$ cat src/rtl/mcl_pkg.sv
package mcl_pkg;
  localparam int IDX_W = 2;

  typedef enum logic [IDX_W-1:0] {
    MCL_IDX_ADDR = 2'd0,
    MCL_IDX_TYPE = 2'd1
  } mcl_idx_e;

  localparam int TYPE_CHK_BIT = 0;
  localparam int TYPE_RD_BIT  = 1;
  localparam int TYPE_LSB     = 2;
endpackage

$ cat src/rtl/mcl_par_chk.sv
module mcl_par_chk #(
  parameter int DATA_W  = 8,
  parameter bit PAR_ODD = 1'b0
) (
  input  logic [DATA_W-1:0] data,
  input  logic              par,
  output logic              bad
);
  logic sum;
  assign sum = ^{data, par};

  generate
    if (PAR_ODD) begin : g_odd
      assign bad = ~sum;
    end else begin : g_even
      assign bad = sum;
    end
  endgenerate
endmodule

$ cat src/rtl/mcl_txn_track.sv
module mcl_txn_track #(
  parameter int ADDR_W = 32,
  parameter int TYPE_W = 3
) (
  input  logic              clk,
  input  logic              rst,
  input  logic              txn_start,
  input  logic [ADDR_W-1:0] txn_addr,
  input  logic [TYPE_W-1:0] txn_type,
  input  logic              txn_rd,
  input  logic              txn_end,
  input  logic              beat_vld,
  input  logic              beat_bad,
  input  logic              par_en_n,
  input  logic              bchk_n,
  output logic              err_now,
  output logic [ADDR_W-1:0] cur_addr,
  output logic [TYPE_W-1:0] cur_type,
  output logic              cur_rd
);
  logic open_q;
  logic par_pend_q;
  logic beat_hit;
  logic par_fail;
  logic bus_fail;

  assign beat_hit = open_q & beat_vld & beat_bad & ~par_en_n;
  assign par_fail = cur_rd & (par_pend_q | beat_hit);
  assign bus_fail = ~bchk_n;
  assign err_now  = txn_end & open_q & (par_fail | bus_fail);

  always_ff @(posedge clk) begin
    if (rst) begin
      open_q     <= 1'b0;
      par_pend_q <= 1'b0;
      cur_addr   <= '0;
      cur_type   <= '0;
      cur_rd     <= 1'b0;
    end else begin
      if (txn_start) begin
        open_q     <= 1'b1;
        par_pend_q <= 1'b0;
        cur_addr   <= txn_addr;
        cur_type   <= txn_type;
        cur_rd     <= txn_rd;
      end else if (txn_end) begin
        open_q     <= 1'b0;
        par_pend_q <= 1'b0;
      end else if (beat_hit) begin
        par_pend_q <= 1'b1;
      end
    end
  end
endmodule

$ cat src/rtl/mcl_log_regs.sv
module mcl_log_regs
  import mcl_pkg::*;
#(
  parameter int ADDR_W = 32,
  parameter int TYPE_W = 3
) (
  input  logic              clk,
  input  logic              rst,
  input  logic              log_req,
  input  logic [ADDR_W-1:0] log_addr,
  input  logic [TYPE_W-1:0] log_type,
  input  logic              log_rd,
  input  logic              mce_en,
  input  logic              msr_rd,
  input  logic [IDX_W-1:0]  msr_idx,
  output logic [ADDR_W-1:0] msr_rdata,
  output logic              msr_rvld,
  output logic              mce_req,
  output logic              chk_q,
  output logic [ADDR_W-1:0] addr_q
);
  logic [TYPE_W-1:0] type_q;
  logic              rd_q;
  logic              clr;
  logic              take;
  logic [ADDR_W-1:0] type_word;
  logic [ADDR_W-1:0] rd_mux;

  assign clr  = msr_rd & (msr_idx == MCL_IDX_TYPE);
  assign take = log_req & (~chk_q | clr);

  always_comb begin
    type_word = '0;
    type_word[TYPE_CHK_BIT] = chk_q;
    type_word[TYPE_RD_BIT]  = rd_q;
    type_word[TYPE_LSB +: TYPE_W] = type_q;
  end

  always_comb begin
    case (msr_idx)
      MCL_IDX_ADDR: rd_mux = addr_q;
      MCL_IDX_TYPE: rd_mux = type_word;
      default:      rd_mux = '0;
    endcase
  end

  always_ff @(posedge clk) begin
    if (rst) begin
      chk_q     <= 1'b0;
      addr_q    <= '0;
      type_q    <= '0;
      rd_q      <= 1'b0;
      mce_req   <= 1'b0;
      msr_rdata <= '0;
      msr_rvld  <= 1'b0;
    end else begin
      mce_req  <= take & mce_en;
      msr_rvld <= msr_rd;
      if (msr_rd) msr_rdata <= rd_mux;
      if (take) begin
        chk_q  <= 1'b1;
        addr_q <= log_addr;
        type_q <= log_type;
        rd_q   <= log_rd;
      end else if (clr) begin
        chk_q <= 1'b0;
      end
    end
  end
endmodule

$ cat src/rtl/bus_mc_logger.sv
module bus_mc_logger
  import mcl_pkg::*;
#(
  parameter int ADDR_W  = 32,
  parameter int TYPE_W  = 3,
  parameter int DATA_W  = 8,
  parameter bit PAR_ODD = 1'b0
) (
  input  logic              clk,
  input  logic              rst,
  input  logic              cfg_we,
  input  logic              cfg_mce_en,
  input  logic              txn_start,
  input  logic [ADDR_W-1:0] txn_addr,
  input  logic [TYPE_W-1:0] txn_type,
  input  logic              txn_rd,
  input  logic              beat_vld,
  input  logic [DATA_W-1:0] beat_data,
  input  logic              beat_par,
  input  logic              par_en_n,
  input  logic              txn_end,
  input  logic              bchk_n,
  input  logic              msr_rd,
  input  logic [IDX_W-1:0]  msr_idx,
  output logic [ADDR_W-1:0] msr_rdata,
  output logic              msr_rvld,
  output logic              mce_req
);
  logic              mce_en_q;
  logic              beat_bad;
  logic              err_now;
  logic [ADDR_W-1:0] cur_addr;
  logic [TYPE_W-1:0] cur_type;
  logic              cur_rd;
  logic              chk_q;
  logic [ADDR_W-1:0] err_addr_q;

  always_ff @(posedge clk) begin
    if (rst)         mce_en_q <= 1'b0;
    else if (cfg_we) mce_en_q <= cfg_mce_en;
  end

  mcl_par_chk #(.DATA_W(DATA_W), .PAR_ODD(PAR_ODD)) u_par (
    .data (beat_data),
    .par  (beat_par),
    .bad  (beat_bad)
  );

  mcl_txn_track #(.ADDR_W(ADDR_W), .TYPE_W(TYPE_W)) u_track (
    .clk       (clk),
    .rst       (rst),
    .txn_start (txn_start),
    .txn_addr  (txn_addr),
    .txn_type  (txn_type),
    .txn_rd    (txn_rd),
    .txn_end   (txn_end),
    .beat_vld  (beat_vld),
    .beat_bad  (beat_bad),
    .par_en_n  (par_en_n),
    .bchk_n    (bchk_n),
    .err_now   (err_now),
    .cur_addr  (cur_addr),
    .cur_type  (cur_type),
    .cur_rd    (cur_rd)
  );

  mcl_log_regs #(.ADDR_W(ADDR_W), .TYPE_W(TYPE_W)) u_log (
    .clk       (clk),
    .rst       (rst),
    .log_req   (err_now),
    .log_addr  (cur_addr),
    .log_type  (cur_type),
    .log_rd    (cur_rd),
    .mce_en    (mce_en_q),
    .msr_rd    (msr_rd),
    .msr_idx   (msr_idx),
    .msr_rdata (msr_rdata),
    .msr_rvld  (msr_rvld),
    .mce_req   (mce_req),
    .chk_q     (chk_q),
    .addr_q    (err_addr_q)
  );
endmodule

$ cat config.mk
export PLATFORM = sky130hd
export DESIGN_NAME = bus_mc_logger
export DESIGN_NICKNAME = d
export VERILOG_FILES = /design/src/rtl/mcl_pkg.sv /design/src/rtl/mcl_par_chk.sv /design/src/rtl/mcl_txn_track.sv /design/src/rtl/mcl_log_regs.sv /design/src/rtl/bus_mc_logger.sv
export SDC_FILE = /design/constraint.sdc
export NUM_CORES = 1
export LEC_CHECK = 0
export CAP_MARGIN = 40
export CORE_ASPECT_RATIO = 0.6
export CORE_MARGIN = 2
export CORE_UTILIZATION = 56
export CTS_CLUSTER_SIZE = 8
export DETAILED_ROUTE_END_ITERATION = 8
export DONT_BUFFER_PORTS = 1
export PLACE_DENSITY_LB_ADDON = 0.15
export SYNTH_ARGS = -nofsm -noshare
export SYNTH_HDL_FRONTEND = slang
export SYNTH_HIERARCHICAL = 1
export SYNTH_SLANG_ARGS = --single-unit
$ cat constraint.sdc
create_clock -name clk -period 2.1 [get_ports clk]
set_clock_uncertainty 0.15 [all_clocks]
set_input_delay 0.105 -clock clk [delete_from_list [all_inputs] [get_ports clk]]
set_output_delay 0.105 -clock clk [all_outputs]
set_load 0.03 [all_outputs]
==> results.py <==
metrics = {
    "global_routing": {
        "gr-usage-met3_pct": 8.00,
        "busiest_layer": "met2",
        "grt_max_degree": 120,
        "gr-total-overflow": 0,
        "grt_pass1_wl_mm": 16.0,
        "use_met2_pct": 38.2,
        "track_usage_pct": 23.6,
        "grt_pass1_vias": 3309,
        "antenna_found_initial": 0,
        "gr-usage-met1_pct": 29.3,
    },
    "sta": {
        "slew_headroom_pct": 57.4,
        "fin_hold_ws_ns": 0.0282,
        "setup_violations": 0,
        "max_freq_mhz": 510,
        "slew_violations": 0,
        "fin_crit_ns": 1.96,
        "finalHoldViolations": 0,
        "period_share_pct": 93.3,
        "tightest_slew_ns": 0.637,
    },
    "route": {
        "wl_mm": 9.88,
        "wl_per_cell_um": 15.7,
        "drt_iter0_drc": 175,
        "via_count": 3186,
        "drcViolationCount": 0,
        "antenna_left": 0,
        "first_pass_iters": 4,
        "vias_per_cell": 5.07,
    },
    "flow_run": {
        "cap_violations": 0,
    },
    "floorplan": {
        "die_w_um": 120,
        "rows": 25,
        "die-area_um2": 8890,
        "core_um2": 7880,
        "die_y_um": 73.8,
        "start_util_pct": 57.8,
        "ios": 91,
    },
    "clock_tree": {
        "clockRootBuffer": "clkbuf_16",
        "clock_sinks": 110,
        "path_clk_slew_ns": 0.07,
        "post-cts-setup-buffer-count": 0,
        "cts_buffer_depth": 2,
        "cts_tree": "done",
        "clk_latency_ns": 0.34,
        "cts_buffers": 9,
        "cts.htree.levels": 3,
    },
    "setup_path": {
        "path_class": "input pin to flip-flop",
        "r2r_setup_slack_ns": 0.26,
        "required_ns": 2.22,
        "end_kind": "flip-flop",
        "cp.arrival_ns": 2.08,
        "crit_family": "XOR/XNOR gates",
        "crit_chain": "xnor2_1, xnor3_1, xnor2_1, nand4b_1, a311oi_2, a21boi_4, buf_12, mux2i_1",
        "cpMaxStageDelayCell": "xnor3_1",
        "critical_path_buf_inv_count": 1,
        "critical_path.most_common_cell": "xnor2_1",
        "worst_setup_path_start_kind": "input pin",
        "cpPeakStageDelay_ns": 0.42,
        "crit_path_max_fanout": 21,
    },
    "worst_hold_path": {
        "min_path_type": "input pin to flip-flop",
    },
    "logic_synthesis": {
        "yosysUniqueCellTypes": 30,
        "synthCells": 447,
        "yosysTopAreaCell": "dfxtp_1",
        "yosysSeqAreaShare_pct": 48.4,
        "ys_top_cells_by_area": "dfxtp_1 48%, mux2i_1 16%, nand2b_1 9.9%, nor2b_1 4.4%, nor2_1 4.1%",
        "synth_top_area_share_pct": 48.4,
        "yosysWarnings": 6,
        "yosys_register_bits": 110,
        "synth_area_um2": 4550,
        "syn_nets": 504,
        "syn_area_per_cell_um2": 10.2,
    },
    "pwr": {
        "power.leakage_nw": 2.23,
        "vdd_drop_max_uv": 648,
        "fin_total_pwr_mw": 4.19,
        "power.density_nw_per_um2": 735,
    },
    "layout": {
        "most-common-layout-cells": "110 x dfxtp_1, 85 x dlygate4sd3_1, 73 x mux2i_1, 72 x nand2b_1, 50 x nor2_1",
        "diodes": 0,
        "finalNetCount": 575,
        "nFillCells": 611,
        "area_delta_synth_final_pct": 25.3,
        "final_common_cell": "dfxtp_1",
        "drive_gt1_share_pct": 8.25,
        "final_cell_area_um2": 5700,
    },
    "placed_design": {
        "gp_congestion": 0.676,
        "place_area_um2": 4510,
        "dpl.hpwl_mm": 4.99,
        "placement.io_buffers": 0,
    },
    "run_status": {
        "status": "finished clean",
    },
}
kinds of logic (layout without fill, tap and decap cells):
family          count (synthesis)  after routing  share of synthesized area (%)
compound gates                 37             37                           4.40
simple gates                  183            183                           22.9
xor+xnor                        7              7                           1.81
mux                            78             78                           17.3
buf+inv                        32            106                           5.19
flops                         110            110                           48.4
layout make-up:
class                           count  area (µm²)  area share, %
Sequential cell                   110        2200           38.6
Tap cell                          108         135           2.37
Multi-Input combinational cell    305        2130           37.3
Timing Repair Buffer               90         941           16.5
Inverter                            2        7.51          0.132
Clock buffer                       13         260           4.56
Clock inverter                      1        30.0          0.526
through the flow:
stage	util (%)	setup TNS, ns	std cells	setup WS, ns
after floorplan	-	0	447	0.000397
after detailed placement	57.3	-8.47	528	-0.270
after global routing	72.4	-0.00179	629	-0.00179
final	72.4	0	629	0.140
after global placement	57.3	-5.78	528	-0.177
after CTS	72.1	0	628	0.0869
worst reg2reg max path, cell delays in order (launching register included):
cell	delay, ns
dfxtp_1	0.36
nand4b_1	0.16
a311oi_2	0.34
a21boi_4	0.30
buf_12	0.22
mux2i_1	0.24
cells in the mapped netlist:
| cell type | count |
|---|---|
| nand3b_2 | 1 |
| nand2b_1 | 72 |
| buf_6 | 4 |
| buf_8 | 2 |
| inv_1 | 1 |
| a21boi_2 | 1 |
| nand4b_1 | 1 |
| xnor2_1 | 4 |
| nor2_2 | 20 |
| nand2_1 | 1 |
| a2111oi_1 | 1 |
| a21oi_1 | 34 |
| buf_12 | 3 |
| a311oi_1 | 1 |
| dfxtp_1 | 110 |
| mux2_1 | 5 |
| xnor2_2 | 1 |
| buf_2 | 6 |
| and3b_1 | 1 |
| or2b_1 | 1 |
| xor2_1 | 1 |
| mux2i_1 | 73 |
| inv_2 | 1 |
| buf_4 | 2 |
| xnor3_1 | 1 |
| and2b_1 | 3 |
| nor3b_4 | 1 |
| nor2b_1 | 32 |
| clkbuf_1 | 13 |
| nor2_1 | 50 |
layer usage:
metal | share of wire, % | vias up
li1 | - | 1593
met4 | 2.0 | 0
met1 | 46 | 1490
met5 | 0 | -
met2 | 46 | 84
met3 | 5.7 | 19
registers in the layout, summed over array words and instances (netlist names):
signal,cells
u_track/cur_type,3
u_log/msr_rdata,32
u_log/chk_q,1
u_log/addr_q,32
u_track/cur_rd,1
u_track/open_q,1
u_log/rd_q,1
u_track/cur_addr,32
u_track/par_pend_q,1
u_log/type_q,3
u_log/mce_req,1
u_log/msr_rvld,1
mce_en_q,1
power breakdown:
| part | internal, mW | switching (mW) | leakage (nW) |
|---|---|---|---|
| combinational | 0.213 | 0.134 | 1.19 |
| sequential | 2.14 | 0.0326 | 0.894 |
| clock | 0.978 | 0.697 | 0.142 |
path summary, 6_finish.rpt:
kind | from | end | cells past startpoint
hold / removal | rst | u_track/cur_addr[22]$_SDFFE_PP0P_ | 2
setup reg to reg | u_track/open_q$_SDFFE_PP0P_ | u_log/addr_q[12]$_SDFFE_PP0P_ | 5
hold reg to reg | u_track/cur_addr[20]$_SDFFE_PP0P_ | u_log/addr_q[20]$_SDFFE_PP0P_ | 2
setup / recovery | beat_data[5] | u_log/addr_q[12]$_SDFFE_PP0P_ | 8
repair_timing:
action / in CTS / in global routing
gates resized for setup: 0 / 1
endpoints found under the setup margin: 0 / 24
hold buffers: 86 / 0
endpoints found under the hold margin: 110 / 0
No activity file was read; power rests on OpenSTA's default activity.
